===== src/rtl/lane_mem_pkg.sv =====
package lane_mem_pkg;
  localparam int ROW_BYTES = 8;
  localparam int ROW_BITS  = ROW_BYTES * 8;
  localparam int OFF_W     = $clog2(ROW_BYTES);

  typedef struct packed {
    logic rdEn;
    logic wrEn;
    logic fullRow;
    logic bad;
    logic swap;
  } laneCtl_t;

  function automatic logic [ROW_BITS-1:0] byteFlip(input logic [ROW_BITS-1:0] d,
                                                   input logic [3:0] nBytes);
    logic [ROW_BITS-1:0] r;
    r = '0;
    for (int k = 0; k < ROW_BYTES; k++) begin
      if (k < int'(nBytes)) r[k*8 +: 8] = d[(int'(nBytes) - 1 - k)*8 +: 8];
    end
    return r;
  endfunction
endpackage


===== src/rtl/lane_mem_ctrl.sv =====
module lane_mem_ctrl
  import lane_mem_pkg::*;
#(
  parameter int ADDR_W = 8,
  localparam int ROW_W = ADDR_W - OFF_W
) (
  input  logic                reqValid,
  input  logic                reqStore,
  input  logic [ADDR_W-1:0]   reqAddr,
  input  logic [3:0]          reqWidth,
  input  logic                reqSwap,
  output laneCtl_t            ctl,
  output logic [ROW_W-1:0]    rowIdx,
  output logic [5:0]          laneShift,
  output logic [ROW_BITS-1:0] laneMask,
  output logic [3:0]          nBytes
);
  logic [OFF_W-1:0] byteOff;
  logic             widthOk;
  logic             aligned;

  assign byteOff   = reqAddr[OFF_W-1:0];
  assign rowIdx    = reqAddr[ADDR_W-1:OFF_W];
  assign laneShift = {byteOff, 3'b000};

  always_comb begin
    widthOk  = 1'b1;
    laneMask = '1;
    nBytes   = 4'd8;
    case (reqWidth)
      4'd1: begin laneMask = 64'h0000_0000_0000_00FF; nBytes = 4'd1; end
      4'd2: begin laneMask = 64'h0000_0000_0000_FFFF; nBytes = 4'd2; end
      4'd4: begin laneMask = 64'h0000_0000_FFFF_FFFF; nBytes = 4'd4; end
      4'd8: ;
      default: widthOk = 1'b0;
    endcase
  end

  assign aligned = (({1'b0, byteOff} & (reqWidth - 4'd1)) == 4'd0);

  always_comb begin
    ctl.bad     = reqValid & ~(widthOk & aligned);
    ctl.rdEn    = reqValid & ~reqStore;
    ctl.wrEn    = reqValid & reqStore & ~ctl.bad;
    ctl.fullRow = (reqWidth == 4'd8);
    ctl.swap    = reqSwap;
  end
endmodule


===== src/rtl/lane_mem_dp.sv =====
module lane_mem_dp
  import lane_mem_pkg::*;
#(
  parameter int ROW_W = 5,
  localparam int DEPTH = 1 << ROW_W
) (
  input  logic                clk,
  input  logic                rstN,
  input  laneCtl_t            ctl,
  input  logic [ROW_W-1:0]    rowIdx,
  input  logic [5:0]          laneShift,
  input  logic [ROW_BITS-1:0] laneMask,
  input  logic [3:0]          nBytes,
  input  logic [ROW_BITS-1:0] wdata,
  output logic                rspValid,
  output logic                rspError,
  output logic [ROW_BITS-1:0] rspRdata
);
  logic [ROW_BITS-1:0] rowMem [DEPTH];
  logic [DEPTH-1:0]    rowWritten;
  logic [ROW_BITS-1:0] curRow, placedMask, extracted, loadVal;
  logic [ROW_BITS-1:0] storeData, merged;

  assign curRow     = rowWritten[rowIdx] ? rowMem[rowIdx] : '0;
  assign placedMask = laneMask << laneShift;
  assign extracted  = (curRow & placedMask) >> laneShift;
  assign loadVal    = ctl.swap ? byteFlip(extracted, nBytes) : extracted;
  assign storeData  = ctl.swap ? byteFlip(wdata & laneMask, nBytes) : (wdata & laneMask);
  assign merged     = ctl.fullRow ? storeData
                                  : ((curRow & ~placedMask) | (storeData << laneShift));

  always_ff @(posedge clk) begin
    if (ctl.wrEn) rowMem[rowIdx] <= merged;
  end

  always_ff @(posedge clk) begin
    if (!rstN) rowWritten <= '0;
    else if (ctl.wrEn) rowWritten[rowIdx] <= 1'b1;
  end

  always_ff @(posedge clk) begin
    if (!rstN) begin
      rspValid <= 1'b0;
      rspError <= 1'b0;
      rspRdata <= '0;
    end else begin
      rspValid <= ctl.rdEn;
      rspError <= ctl.bad;
      if (ctl.rdEn) rspRdata <= ctl.bad ? '0 : loadVal;
    end
  end
endmodule


===== src/rtl/subword_lane_mem.sv =====
module subword_lane_mem
  import lane_mem_pkg::*;
#(
  parameter int ADDR_W = 8,
  localparam int ROW_W = ADDR_W - OFF_W
) (
  input  logic              clk,
  input  logic              rstN,
  input  logic              reqValid,
  input  logic              reqStore,
  input  logic [ADDR_W-1:0] reqAddr,
  input  logic [3:0]        reqWidth,
  input  logic              reqSwap,
  input  logic [63:0]       reqWdata,
  output logic              rspValid,
  output logic              rspError,
  output logic [63:0]       rspRdata
);
  laneCtl_t            ctl;
  logic [ROW_W-1:0]    rowIdx;
  logic [5:0]          laneShift;
  logic [ROW_BITS-1:0] laneMask;
  logic [3:0]          nBytes;

  lane_mem_ctrl #(.ADDR_W(ADDR_W)) u_ctrl (
    .reqValid(reqValid), .reqStore(reqStore), .reqAddr(reqAddr),
    .reqWidth(reqWidth), .reqSwap(reqSwap), .ctl(ctl), .rowIdx(rowIdx),
    .laneShift(laneShift), .laneMask(laneMask), .nBytes(nBytes)
  );

  lane_mem_dp #(.ROW_W(ROW_W)) u_dp (
    .clk(clk), .rstN(rstN), .ctl(ctl), .rowIdx(rowIdx), .laneShift(laneShift),
    .laneMask(laneMask), .nBytes(nBytes), .wdata(reqWdata),
    .rspValid(rspValid), .rspError(rspError), .rspRdata(rspRdata)
  );
endmodule


===== config.mk =====
export PLATFORM = sky130hd
export DESIGN_NAME = subword_lane_mem
export DESIGN_NICKNAME = d
export VERILOG_FILES = /design/src/rtl/lane_mem_pkg.sv /design/src/rtl/lane_mem_ctrl.sv /design/src/rtl/lane_mem_dp.sv /design/src/rtl/subword_lane_mem.sv
export SDC_FILE = /design/constraint.sdc
export NUM_CORES = 2
export LEC_CHECK = 0
export BUFFER_PORTS_ARGS = -buffer_cell sky130_fd_sc_hd__buf_2
export CORE_UTILIZATION = 40
export DETAILED_ROUTE_END_ITERATION = 8
export PLACE_DENSITY = 0.62
export SLEW_MARGIN = 20
export SYNTH_ARGS = -nofsm -noshare
export SYNTH_HDL_FRONTEND = slang
export SYNTH_SLANG_ARGS = --single-unit

===== constraint.sdc =====
create_clock -name clk -period 15.7 [get_ports clk]
set_clock_uncertainty 0.1 [all_clocks]
set_input_delay 1.57 -clock clk [delete_from_list [all_inputs] [get_ports clk]]
set_output_delay 1.57 -clock clk [all_outputs]
set_load 0.01 [all_outputs]

; ---- Word-level counts from Yosys, hierarchy flattened
; Memory sizes are Yosys's and may differ from the RTL's.
; Index checks and enable logic that the tools add are counted.
[totals]
ff_bits = 98
ram_bits = 2048
inputBits = 81
out_inout_bits = 66
word_cells = 95
memories = 1
[op_classes]
n_addsub = 9
n_lt_le_gt_ge = 10
eq_ne = 4
shifts = 19
mux = 30
bitwise = 15
n_reduce_logical = 3
[mem_list]
columns = memory, depth, width, rd, rd_clocked_by_memory_dff, write_ports, line_no
row1 = u_dp.rowMem, 32, 64, 1, 0, 1, lane_mem_dp.sv:19  ; logic [ROW_BITS-1:0] rowMem [DEPTH];
[op_table]
columns = cell, n
row1 = 64-bit by 32-bit variable part select with 8-bit output, 14
row2 = 64-bit two-way mux, 5
row3 = 64-bit bitwise AND, 3
row4 = 64-bit one-hot mux with 3 select lines, 1
row5 = 8-bit two-way mux, 16
row6 = 64-bit by 8-bit variable part select with 8-bit output, 2
row7 = 64-bit by 6-bit left shift with 64-bit output, 2
row8 = 64-bit NOT, 1
row9 = 64-bit OR, 1
row10 = 64-bit by 6-bit right shift with 64-bit output, 1
row11 = 32-bit OR, 1
row12 = 5-bit by 4-bit subtractor with 6-bit output (second input constant), 4
row13 = 3-bit by 4-bit < comparator with 1-bit output (first input constant), 4
row14 = 4-bit one-hot mux with 3 select lines, 1
row15 = 5-bit by 3-bit subtractor with 6-bit output (second input constant), 2
row16 = 1-bit by 4-bit < comparator with 1-bit output (first input constant), 2
row17 = 2-bit by 4-bit < comparator with 1-bit output (first input constant), 2
row18 = 5-bit by 6-bit < comparator with 1-bit output (second input constant), 1
row19 = 5-bit by 2-bit subtractor with 6-bit output (second input constant), 1
row20 = 1-bit bitwise AND, 5
row21 = 1-bit binary-select mux with 5-bit select, 1
row22 = 1-bit demux with 5-bit select, 1
row23 = 5-bit by 1-bit greater-or-equal comparator with 1-bit output (second input constant), 1
row24 = 1-bit two-way mux, 5
row25 = other kinds (11), 13

; ---- Longest topological paths before layout
[depth]
ltp_word = 10
ltp_mapped = 28
ltp_nobuf = 20

; ---- By module
; Synthesis repeated with hierarchy kept, for this count alone.
[hier_totals]
hier_cells = 7668
hier_area_um2 = 104549.0
[by_module_without_submodules]
columns = mod, instances, cells_per_inst, area_each_um2, seq_area_each_um2
row1 = lane_mem_dp, 1, 7569, 103807.1, 63460.9
row2 = lane_mem_ctrl, 1, 99, 742.0, 0.0

; ---- Worst setup path before layout
; No wires, ideal clock.
[synth_path]
path_type = input port to flip-flop
start = input port reqWidth[2]
end = memory u_dp.rowMem[0][58] (netlist bit) (data pin)
setup_time_ns = 0.467
t_arrival_ns = 8.061
required_ns = 15.133
path_slack_ns = 7.071
cell_stages = 27
n_path_buf = 10
cell_sequence = buf_2 > buf_4 > nand3b_2 > clkbuf_1 > ha_1 > buf_2 > inv_1 > nor2_2 > nor2_4 > inv_1 > buf_2 > ha_1 > buf_2 > inv_1 > clkbuf_1 > clkbuf_1 > clkbuf_1 > buf_1 > ha_1 > a21oi_1 > a2111o_1 > nor3_1 > a22o_1 > a21oi_1 > a21oi_1 > a2111oi_0 > a211oi_1
[synth_between]
elab_chain_len = 10
elab_cells_between_ends = 46
cone_classes = 8 x add/sub / 8 x order compare / 4 x eq/ne / 10 x shift / 12 x mux / 4 x bitwise
[synth_rtl]
columns = element, line_no
row1 = from (decl), subword_lane_mem.sv:12  ; input logic [3:0] reqWidth,
row2 = 4-bit by 3-bit equality test with 1-bit output (tied with other cells), lane_mem_ctrl.sv:30  ; case (reqWidth)
row3 = 4-bit one-hot mux with 3 select lines, lane_mem_ctrl.sv:30
row4 = 4-bit by 1-bit subtractor with 5-bit output, lane_mem_pkg.sv:19  ; if (k < int'(nBytes)) r[k*8 +: 8] = d[(int'(nBytes) - 1 - k)*8 +: 8];
row5 = 5-bit by 2-bit subtractor with 6-bit output (tied with other cells), lane_mem_pkg.sv:19
row6 = 64-bit by 32-bit variable part select with 8-bit output, lane_mem_pkg.sv:19
row7 = 8-bit two-way mux, lane_mem_pkg.sv:19
row8 = 64-bit two-way mux, lane_mem_dp.sv:28  ; assign storeData = ctl.swap ? byteFlip(wdata & laneMask, nBytes) : (wdata & laneMask);
row9 = 64-bit by 6-bit left shift with 64-bit output, lane_mem_dp.sv:30  ; : ((curRow & ~placedMask) | (storeData << laneShift));
row10 = 64-bit OR, lane_mem_dp.sv:30
row11 = 64-bit two-way mux (*), lane_mem_dp.sv:29  ; assign merged = ctl.fullRow ? storeData
row12 = net u_dp.merged[58], lane_mem_dp.sv:22  ; logic [ROW_BITS-1:0] storeData, merged;
row13 = to (decl), lane_mem_dp.sv:19
; Mark *: on every way through the listed nets, which the timed path passes. The rest lies on a longest branch.

; ---- Worst setup path in the final report
[layout_path]
start = input port reqWidth[1]
end = memory u_dp.rowMem[10][59] (netlist bit) (data pin)
; The elaborated chain is that of the path after synthesis.

==> results.toml <==
[status]
outcome = "finished clean"

[die]
initial_core_util_pct = 40.24
die_w_um = 480.2
dieArea_sq_um = 230500
core_sq_um = 227300
io_pins = 147
die_y_um = 480.2
rows = 175

[sta]
timing.final.crit_period_ns = 8.152
fin_crit_sh_pct = 51.92
clock.fmax_mhz = 122.7
setup_tns_ns = 0
fin_ws_ns = 7.548
hold_violations = 0
rsz0062_at_grt = "false"
tightest_slew_ns = 1.294
max_slew_margin_pct = 12.84
setup_viol = 0
drv_slew = 0

[clock_tree]
h-tree-depth = 4
cts_buffer_depth = 3
cts-resized-gates = 0
post-cts-setup-buffer-count = 0
cts_root_buf = "clkbuf_16"
cts_num_sinks = 2146
hold_buffers = 0
cts.clk_slew.worst_paths_ns = 0.07
cts_tree = "done"
clk_latency_ns = 0.91
numCtsBuffers = 204

[worst_setup_path]
slowest_delay_ns = 0.77
crit_family = "buffers and inverters"
cp_max_fo = 38
critPathLaunchType = "input port"
cp.arrival_ns = 8.61
path_class = "in2reg"
worst_ep_required_time_ns = 16.15
end_kind = "register"
worstPathCellList = "buf_2 -> inv_1 -> ha_1 -> or3b_1 -> inv_4 -> nor2_2 -> nor2_4 -> inv_1 -> ha_2 -> inv_1 -> buf_4 -> ha_1 -> buf_4 -> inv_1 -> o211ai_1 -> buf_4 -> nor2_1 -> a221oi_1 -> mux2i_1 -> a2111oi_0 -> a211oi_4 -> buf_4"
path_buf_inv = 10
critPathSlowestCell = "a2111oi_0"

[global_routing]
grt_pass1_wl_mm = 465.3
grt_overflow = 0
grt_pass1_vias = 56890
grt_max_degree = 123
grtUsageTotal_pct = 28.99
antenna_found_initial = 10

[drt]
ant_nets = 0
drc = 0
initialDrtViolationCount = 8898
wl_mm = 342.9
wl_per_cell_um = 36.40
dr.pass1.iters = 6
vias = 61000
vias_per_cell = 6.475

[synth]
ys.flop_type = "edfxtp_1"
syn_area_sq_um = 91450
async_reset_ff_share_pct = 0
ys_top_cells_by_count = "edfxtp_1, mux2i_1, o22ai_1"
avgSynthCellArea_sq_um = 15.07
seq_area_frac_synth_pct = 69.39
yosysTopAreaCell = "edfxtp_1"
yosysMostFrequentCell = "edfxtp_1"
synth_cell_types = 107
ys_top_cells_by_area = "edfxtp_1, mux2i_1, o22ai_1"
synth_edf_count = 2048
ys_ff_latch = 2146
synth_warnings = 0
syn_inst = 6068
yosys.area.top_type_share_pct = 67.25

[power_and_ir_drop]
power_density_nw_per_um2 = 120.2
ir_worst_vdd_mv = 0.1001
p_switching_mw = 2.976
p_int_mw = 9.394
clock_power_share_pct = 39.9
combPwrFrac_pct = 8.5
switching_share_pct = 24.06
seqPwrFrac_pct = 51.5
power.leakage_nw = 33.72

[layout]
fill_cells = 19890
syn_to_final_growth_pct = 12.50
final_layout_size_suffix_gt1_share_pct = 13.41
fin_nets = 6334

[hold_path]
min-delay-path-class = "reg2reg"

[placed_design]
hpwl_mm = 202.2
place_ws_ns = 6.814
portBuffers = 146
place_congestion = 1.019

[job]
cap_viol_max_count = 0
-- registers in the layout, summed over array words and instances, names as in the netlist --
name,cells
u_dp.rspError,1
u_dp.rspRdata,64
u_dp.rspValid,1
u_dp.rowMem,2048
u_dp.rowWritten,32
-- stage by stage --
stage / power, mW / util (%) / instance area [sq um] / instances / hold WS (ns)
floorplan: 7.063 / - / 91460 / 6070 / 0.3396
global placement: 7.496 / 42.27 / 96080 / 9039 / 0.3377
detailed placement: 7.508 / 42.28 / 96100 / 9039 / 0.3418
CTS: 12.36 / 45.21 / 102800 / 9414 / 0.3571
global route: 12.65 / 45.26 / 102900 / 9416 / 0.3770
finish: 12.37 / 45.26 / 102900 / 9421 / 0.3509
-- tightest hold or removal path, delay by kind of cell (launching register included) --
| family | cells | cell delay [ns] |
|---|---|---|
| flip-flops | 1 | 0.32 |
| AO/OA/AOI/OAI | 1 | 0.05 |
| AND/OR/NAND/NOR | 1 | 0.04 |
-- cell usage in the layout, fill, tap and decap left out, types with 19 or more instances in the layout --
| cell type | count |
|---|---|
| a22oi_1 | 70 |
| o21ai_0 | 93 |
| clkinv_2 | 37 |
| inv_1 | 37 |
| and2_1 | 23 |
| mux2_2 | 25 |
| dfxtp_1 | 98 |
| o211ai_1 | 49 |
| clkbuf_16 | 207 |
| a211oi_1 | 19 |
| o32ai_1 | 20 |
| a21oi_1 | 134 |
| nor3_1 | 40 |
| edfxtp_1 | 2048 |
| nand4_1 | 23 |
| mux2i_1 | 1092 |
| clkbuf_1 | 46 |
| a31oi_1 | 37 |
| buf_2 | 144 |
| nand2_1 | 309 |
| a221oi_1 | 47 |
| nor2_4 | 30 |
| nor2_1 | 234 |
| nor4_1 | 123 |
| nand3_1 | 67 |
| o21ai_1 | 20 |
| clkinv_1 | 40 |
| a221o_1 | 19 |
| bufinv_16 | 19 |
| buf_4 | 212 |
| o22ai_1 | 559 |
-- power by group through the flow --
stage               sequential [mW]  clock, mW  combinational [mW]
floorplan                      6.50          0               0.559
global placement               6.50          0               0.998
detailed placement             6.50          0                1.01
CTS                            6.38       4.97                1.01
global route                   6.37       5.20                1.08
finish                         6.37       4.94                1.06
-- layer usage --
metal | vias to the layer above | wire length [um] | GRT usage, %
met3 | 650 | 34230 | 5.341
met1 | 31680 | 142000 | 41.06
met2 | 3859 | 153300 | 44.41
met4 | 10 | 13230 | 10.63
li1 | 24810 | - | -
met5 | - | 75 | 0
-- kinds of logic (layout without fill, tap and decap cells) --
| group | Yosys count | after routing | share of synthesized area, % |
|---|---|---|---|
| simple gates | 969 | 969 | 5.180 |
| flops | 2146 | 2146 | 69.39 |
| fa+ha+maj | 15 | 15 | 0.2052 |
| buf+inv | 452 | 789 | 2.662 |
| mux | 1120 | 1120 | 12.33 |
| compound gates | 1364 | 1364 | 10.21 |
| xor+xnor | 1 | 1 | 0.009579 |
| other cells | 1 | 8 | 0.004101 |
-- final cells by class --
class	count	area, sq um	share of cell area, %
Antenna cell	5	12.51	0.01216
Clock buffer	256	5394	5.243
Clock inverter	119	1267	1.232
Inverter	45	172.7	0.1678
Multi-Input combinational cell	3472	26250	25.52
Sequential cell	2146	63460	61.69
Tap cell	3009	3765	3.660
Timing Repair Buffer	369	2551	2.480
-- final timing paths --
path | from | end | slack (ns) | depth (start not counted)
max | reqWidth[1] | u_dp.rowMem[10][59] | 7.55 | 22
min | u_dp.rspRdata[26] | u_dp.rspRdata[26] | 0.35 | 2
max reg2reg | u_dp.rowWritten[10] | u_dp.rspRdata[9] | 11.46 | 10
min reg2reg | u_dp.rspRdata[26] | u_dp.rspRdata[26] | 0.35 | 2
Note: power is estimated with default switching activity, not from simulation.
